### src/rtl/dpor_pkg.sv
package dpor_pkg;

    typedef enum logic [2:0] {
        ST_IDLE   = 3'd0,
        ST_SUPPLY = 3'd1,
        ST_PROBE  = 3'd2,
        ST_PULSE  = 3'd3,
        ST_SETTLE = 3'd4,
        ST_SOFT   = 3'd5,
        ST_HOLD   = 3'd6
    } seq_state_t;

    typedef enum logic [1:0] {
        OC_NONE    = 2'b00,
        OC_DONE    = 2'b01,
        OC_ALREADY = 2'b10,
        OC_ERROR   = 2'b11
    } outcome_t;

    localparam logic [7:0] OP_SOFT_RESET = 8'h01;
    localparam logic [7:0] OP_READ_POWER = 8'h0A;
    localparam logic [7:0] PWR_IGNORE    = 8'h83;
    localparam logic [7:0] PWR_AWAKE     = 8'h1C;

endpackage

### src/rtl/dpor_delay.sv
module dpor_delay #(
    parameter int CNT_W = 24
) (
    input  logic             clk,
    input  logic             rst_n,
    input  logic             load,
    input  logic [CNT_W-1:0] load_val,
    output logic             expired
);
    logic [CNT_W-1:0] cnt_q;

    always_ff @(posedge clk or negedge rst_n) begin
        if (!rst_n) begin
            cnt_q <= '0;
        end else if (load) begin
            cnt_q <= load_val;
        end else if (cnt_q != '0) begin
            cnt_q <= cnt_q - 1'b1;
        end
    end

    assign expired = (cnt_q == '0);
endmodule

### src/rtl/dpor_pm_check.sv
module dpor_pm_check
    import dpor_pkg::*;
(
    input  logic [7:0] pm_byte,
    output logic       awake
);
    logic [7:0] kept;

    always_comb begin
        kept  = pm_byte & ~PWR_IGNORE;
        awake = (kept == PWR_AWAKE);
    end
endmodule

### src/rtl/dpor_fsm.sv
module dpor_fsm
    import dpor_pkg::*;
#(
    parameter int PULSE_CYC  = 2000,
    parameter int SETTLE_CYC = 12000000,
    parameter int SHORT_CYC  = 500000,
    parameter int LONG_CYC   = 12000000,
    parameter int CNT_W      = 24
) (
    input  logic             clk,
    input  logic             rst_n,
    input  logic             start,
    input  logic             conditional,
    input  logic             rst_line_fitted,
    input  logic             supply_ok,
    input  logic             supply_fail,
    input  logic             cmd_done,
    input  logic             cmd_err,
    input  logic             pm_awake,
    input  logic             tmr_expired,
    output logic             tmr_load,
    output logic [CNT_W-1:0] tmr_val,
    output logic             supply_on,
    output logic             panel_rst_n,
    output logic             cmd_valid,
    output logic [7:0]       cmd_byte,
    output logic             cmd_read,
    output logic             cmd_slow,
    output logic             busy,
    output logic [1:0]       outcome
);
    localparam logic [CNT_W-1:0] PULSE_LD  = CNT_W'(PULSE_CYC - 1);
    localparam logic [CNT_W-1:0] SETTLE_LD = CNT_W'(SETTLE_CYC - 1);
    localparam logic [CNT_W-1:0] SHORT_LD  = CNT_W'(SHORT_CYC - 1);
    localparam logic [CNT_W-1:0] LONG_LD   = CNT_W'(LONG_CYC - 1);

    seq_state_t state_q, state_n;
    outcome_t   outc_q, outc_n;
    logic       sup_q, sup_n;
    logic       cond_q, cond_n;
    logic       fit_q, fit_n;
    logic       go_reset;

    // state register
    always_ff @(posedge clk or negedge rst_n) begin
        if (!rst_n) begin
            state_q <= ST_IDLE;
            outc_q  <= OC_NONE;
            sup_q   <= 1'b0;
            cond_q  <= 1'b0;
            fit_q   <= 1'b0;
        end else begin
            state_q <= state_n;
            outc_q  <= outc_n;
            sup_q   <= sup_n;
            cond_q  <= cond_n;
            fit_q   <= fit_n;
        end
    end

    // transitions
    always_comb begin
        state_n  = state_q;
        outc_n   = outc_q;
        sup_n    = sup_q;
        cond_n   = cond_q;
        fit_n    = fit_q;
        tmr_load = 1'b0;
        tmr_val  = '0;
        go_reset = 1'b0;
        unique case (state_q)
            ST_IDLE: begin
                if (start) begin
                    state_n = ST_SUPPLY;
                    sup_n   = 1'b1;
                    outc_n  = OC_NONE;
                    cond_n  = conditional;
                    fit_n   = rst_line_fitted;
                end
            end
            ST_SUPPLY: begin
                if (supply_fail) begin
                    state_n = ST_IDLE;
                    sup_n   = 1'b0;
                    outc_n  = OC_ERROR;
                end else if (supply_ok) begin
                    if (cond_q) begin
                        state_n = ST_PROBE;
                    end else begin
                        go_reset = 1'b1;
                    end
                end
            end
            ST_PROBE: begin
                if (cmd_done) begin
                    if (pm_awake) begin
                        state_n = ST_IDLE;
                        outc_n  = OC_ALREADY;
                    end else begin
                        go_reset = 1'b1;
                    end
                end else if (cmd_err) begin
                    go_reset = 1'b1;
                end
            end
            ST_PULSE: begin
                if (tmr_expired) begin
                    state_n  = ST_SETTLE;
                    tmr_load = 1'b1;
                    tmr_val  = SETTLE_LD;
                end
            end
            ST_SETTLE: begin
                if (tmr_expired) begin
                    state_n = ST_SOFT;
                end
            end
            ST_SOFT: begin
                if (cmd_err) begin
                    state_n = ST_IDLE;
                    sup_n   = 1'b0;
                    outc_n  = OC_ERROR;
                end else if (cmd_done) begin
                    state_n  = ST_HOLD;
                    tmr_load = 1'b1;
                    tmr_val  = fit_q ? SHORT_LD : LONG_LD;
                end
            end
            ST_HOLD: begin
                if (tmr_expired) begin
                    state_n = ST_IDLE;
                    outc_n  = OC_DONE;
                end
            end
            default: begin
                state_n = ST_IDLE;
            end
        endcase

        if (go_reset) begin
            if (fit_q) begin
                state_n  = ST_PULSE;
                tmr_load = 1'b1;
                tmr_val  = PULSE_LD;
            end else begin
                state_n = ST_SOFT;
            end
        end
    end

    // outputs
    always_comb begin
        supply_on   = sup_q;
        outcome     = outc_q;
        busy        = (state_q != ST_IDLE);
        panel_rst_n = 1'b1;
        cmd_valid   = 1'b0;
        cmd_byte    = 8'h00;
        cmd_read    = 1'b0;
        cmd_slow    = 1'b0;
        unique case (state_q)
            ST_PROBE: begin
                cmd_valid = 1'b1;
                cmd_byte  = OP_READ_POWER;
                cmd_read  = 1'b1;
                cmd_slow  = 1'b1;
            end
            ST_PULSE: begin
                panel_rst_n = 1'b0;
            end
            ST_SOFT: begin
                cmd_valid = 1'b1;
                cmd_byte  = OP_SOFT_RESET;
            end
            default: begin
            end
        endcase
    end
endmodule

### src/rtl/dpor_seq.sv
module dpor_seq #(
    parameter int PULSE_CYC  = 2000,
    parameter int SETTLE_CYC = 12000000,
    parameter int SHORT_CYC  = 500000,
    parameter int LONG_CYC   = 12000000
) (
    input  logic       clk,
    input  logic       rst_n,
    input  logic       start,
    input  logic       conditional,
    input  logic       rst_line_fitted,
    output logic       supply_on,
    input  logic       supply_ok,
    input  logic       supply_fail,
    output logic       panel_rst_n,
    output logic       cmd_valid,
    output logic [7:0] cmd_byte,
    output logic       cmd_read,
    output logic       cmd_slow,
    input  logic       cmd_done,
    input  logic       cmd_err,
    input  logic [7:0] rsp_byte,
    output logic       busy,
    output logic [1:0] outcome
);
    localparam int MAX_AB  = (PULSE_CYC > SETTLE_CYC) ? PULSE_CYC : SETTLE_CYC;
    localparam int MAX_CD  = (SHORT_CYC > LONG_CYC) ? SHORT_CYC : LONG_CYC;
    localparam int MAX_CYC = (MAX_AB > MAX_CD) ? MAX_AB : MAX_CD;
    localparam int CNT_W   = $clog2(MAX_CYC + 1) + 1;

    logic             tmr_load;
    logic [CNT_W-1:0] tmr_val;
    logic             tmr_expired;
    logic             pm_awake;

    dpor_delay #(.CNT_W(CNT_W)) u_delay (
        .clk      (clk),
        .rst_n    (rst_n),
        .load     (tmr_load),
        .load_val (tmr_val),
        .expired  (tmr_expired)
    );

    dpor_pm_check u_pm (
        .pm_byte (rsp_byte),
        .awake   (pm_awake)
    );

    dpor_fsm #(
        .PULSE_CYC  (PULSE_CYC),
        .SETTLE_CYC (SETTLE_CYC),
        .SHORT_CYC  (SHORT_CYC),
        .LONG_CYC   (LONG_CYC),
        .CNT_W      (CNT_W)
    ) u_fsm (
        .clk             (clk),
        .rst_n           (rst_n),
        .start           (start),
        .conditional     (conditional),
        .rst_line_fitted (rst_line_fitted),
        .supply_ok       (supply_ok),
        .supply_fail     (supply_fail),
        .cmd_done        (cmd_done),
        .cmd_err         (cmd_err),
        .pm_awake        (pm_awake),
        .tmr_expired     (tmr_expired),
        .tmr_load        (tmr_load),
        .tmr_val         (tmr_val),
        .supply_on       (supply_on),
        .panel_rst_n     (panel_rst_n),
        .cmd_valid       (cmd_valid),
        .cmd_byte        (cmd_byte),
        .cmd_read        (cmd_read),
        .cmd_slow        (cmd_slow),
        .busy            (busy),
        .outcome         (outcome)
    );
endmodule

### config.mk
export PLATFORM = sky130hd
export DESIGN_NAME = dpor_seq
export DESIGN_NICKNAME = d
export VERILOG_FILES = /design/src/rtl/dpor_pkg.sv /design/src/rtl/dpor_delay.sv /design/src/rtl/dpor_pm_check.sv /design/src/rtl/dpor_fsm.sv /design/src/rtl/dpor_seq.sv
export SDC_FILE = /design/constraint.sdc
export NUM_CORES = 1
export LEC_CHECK = 0
export ABC_CLOCK_PERIOD_IN_PS = 2600
export BUFFER_PORTS_ARGS = -buffer_cell sky130_fd_sc_hd__buf_2
export CAP_MARGIN = 20
export CELL_PAD_IN_SITES_DETAIL_PLACEMENT = 1
export CELL_PAD_IN_SITES_GLOBAL_PLACEMENT = 1
export CORE_MARGIN = 2
export CORE_UTILIZATION = 35
export DETAILED_ROUTE_END_ITERATION = 8
export HOLD_SLACK_MARGIN = 0.02
export PLACE_DENSITY = 0.75
export SYNTH_ARGS = -nofsm -noshare
export SYNTH_HDL_FRONTEND = slang
export SYNTH_SLANG_ARGS = --single-unit
### constraint.sdc
create_clock -name clk -period 2.6 [get_ports clk]
set_input_delay 0.26 -clock clk [delete_from_list [all_inputs] [get_ports clk]]
set_output_delay 0.26 -clock clk [all_outputs]
set_load 0.005 [all_outputs]
==> impl_metrics.yaml <==
status:
  status: "finished clean"
floorplan:
  fp-row-count: 28
  design.die.area_sq_mm: 0.00681
  start_util: 0.363
  core_sq_mm: 0.00596
  io-pin-count: 33
  die_h_microns: 82.6
  die_w_microns: 82.6
logic_synthesis:
  synth_top_area_cell: "dfrtp_1"
  synth_compound_area_frac: 0.195
  syn_area_sq_mm: 0.00216
  synth.avg_cell_area_sq_um: 8.78
  yosysSeqAreaShare: 0.382
  synth_xor_area_frac: 0.0811
  postSynthCellCount: 246
  async_reset_ff_frac: 1.00
  synth_enable_flop_cells: 0
  synth_cell_types: 54
  ys.flop_type: "dfrtp_1"
  ys_top_cells_by_area: "dfrtp_1 (38%), xnor2_1 (5.3%), o21ai_0 (3.0%), nand2_1 (3.0%), nor2_1 (3.0%)"
  yosys.area_share.adder: 0.0116
  synth_top_family_by_area: "simple AND/OR/NAND/NOR gates"
  synth-seq-cells: 33
  ys_warn_count: 0
  synth_mux_area_frac: 0.0151
  synth-simple-area-share: 0.250
  synth_top_area_frac: 0.382
cts:
  htreeDepth: 2
  cts_buffers: 5
  clock_path_buffers: 2
  cts.clk_slew.worst_paths_ns: 0.07
  cts.sinks: 33
  cts_tree: "done"
  root_buffer: "clkbuf_8"
  post_cts_resized: 0
  cts_setup_buffers: 0
  clock_insertion_delay_worst_skew_ns: 0.29
  cts_hold_buf: 0
detailed_routing:
  wirelength_microns: 5750
  route.detailed.drc: 0
  detail_route.wl_per_cell_microns: 16.3
  num_vias: 1948
  first_iter_violations: 82
  ant_nets: 0
  dr.pass1.iters: 4
  viasPerCell: 5.52
global_routing:
  grt_max_degree: 34
  antenna_found_initial: 0
  grt_remaining_overflow: 0
  grt_pass1_vias: 1900
  grt_use_total: 0.190
  grt_pass1_wl_microns: 9720
min_path:
  hold_path.class: "in -> async"
power_and_ir_drop:
  power_frac_comb: 0.498
  ir_drop_mv: 0.425
  switching_power_mw: 1.12
  seq_power_share: 0.358
  finalPower_mw: 2.64
  swShare: 0.424
  clockPowerShare: 0.144
  power.internal_mw: 1.52
  powerDensity_mw_per_mm2: 1070
  leakage_nw: 1.05
setup_path:
  critPathKind: "reg -> reg"
  crit_arrival_ns: 2.69
  endpoint_kind: "flip-flop"
  timing.rr.start: "u_delay.cnt_q[9]"
  cp_max_fo: 9
  critPathLaunch: "u_delay.cnt_q[9]"
  cp_data_required_time_ns: 2.81
  critPathLaunchType: "flip-flop"
sta:
  finalSetupViolations: 0
  worst_clock_skew_ns: 0.00910
  fin_crit_ns: 2.48
  final_max_slew_viol_count: 0
  rsz0062_at_grt: "no"
  final_hold_viol_count: 0
  tightest_slew_ns: 0.778
  tns_ns: 0
  finalCritPeriodShare: 0.954
  max_slew_margin: 0.481
  fmax_mhz: 403
  hold_slack_ns: 0.0470
final_layout:
  fin_nets: 296
  diodes: 0
  layout_common_cells: "dfrtp_1 (33), buf_2 (24), nand2_1 (17), nor2_1 (17)"
  synthToLayoutAreaGrowth_pct: 14.1
  fill_cells: 711
  fin_util: 0.414
  final_common_cell: "dfrtp_1"
  drive_gt1_frac: 0.191
place:
  numPortBuffers: 24
  dpl.hpwl_microns: 4310
  gp_congestion: 0.853
run:
  maxCapViolCount: 0
[metal layers]
metal  part of all wire  global-route usage  vias up
met5                  0                   0        -
met4             0.0099              0.0557        0
met3              0.030              0.0348        5
met2               0.49               0.320       25
met1               0.47               0.247      970
li1                   -                   -      948
[critical path, cell delays in order, from the launching register on]
cell	delay, ns
dfrtp_1	0.40
or3_1	0.50
or2_2	0.38
nor4_2	0.44
buf_4	0.25
a21oi_1	0.24
o211ai_1	0.19
[sequential cells by signal, summed over array words and instances (netlist names)]
| signal | cells |
|---|---|
| u_delay.cnt_q | 25 |
| u_fsm.supply_on | 1 |
| u_fsm.cond_q | 1 |
| u_fsm.outcome | 2 |
| u_fsm.fit_q | 1 |
| u_fsm.state_q | 3 |
[through the flow]
stage	cell area, sq um	std cells	setup slack (ns)
2_1_floorplan	2170	250	0.291
3_3_place_gp	2370	345	0.0997
3_5_place_dp	2370	345	0.0693
4_1_cts	2460	353	0.0587
5_1_grt	2460	353	0.0306
6_report	2460	353	0.119
[Yosys cell counts, types with 3 or more instances]
cell and n:
a21o_1 3, or2_2 4, buf_4 8, nand3_1 5
o211ai_1 7, xnor2_1 13, a211oi_1 7, nor2b_1 8
nor2_1 17, a21oi_1 12, nor3_1 9, or4_1 6
nor4_1 8, o21ai_0 13, dfrtp_1 33, clkbuf_1 3
or3_1 10, xor2_1 7, inv_1 11, nand2_1 17
[cell families after synthesis]
kind of cell | Yosys count
flops | 33
mux | 3
fa+ha+maj | 2
simple gates | 98
compound gates | 63
xor+xnor | 20
buf+inv | 26
other cells | 1
[layout make-up]
type | count | area (sq um) | area share
clock buffers | 6 | 72.6 | 0.0294
clock inverters | 2 | 10.0 | 0.00406
inverters | 11 | 41.3 | 0.0168
multi-input cells | 191 | 1220 | 0.494
flip-flops and latches | 33 | 826 | 0.335
well taps | 75 | 93.8 | 0.0381
repair buffers | 35 | 203 | 0.0822
[power by group through the flow]
| stage | Combinational, mW | Sequential [mW] | Clock (mW) |
|---|---|---|---|
| floorplan | 0.924 | 0.918 | 0 |
| global placement | 1.27 | 0.936 | 0 |
| detailed placement | 1.31 | 0.950 | 0 |
| CTS | 1.32 | 0.942 | 0.396 |
| global route | 1.47 | 0.979 | 0.418 |
| finish | 1.31 | 0.944 | 0.379 |
[path summary, 6_finish.rpt]
path	end	slack, ns	cells past startpoint
setup / recovery	u_delay.cnt_q[9]	0.12	6
hold / removal	u_fsm.outcome[1]	0.05	1
setup reg to reg	u_delay.cnt_q[9]	0.12	6
hold reg to reg	u_fsm.outcome[0]	0.55	2
max in group asynchronous	u_delay.cnt_q[14]	2.06	1
min in group clk	u_fsm.fit_q	0.20	2
No activity file was read; power rests on OpenSTA's default activity.
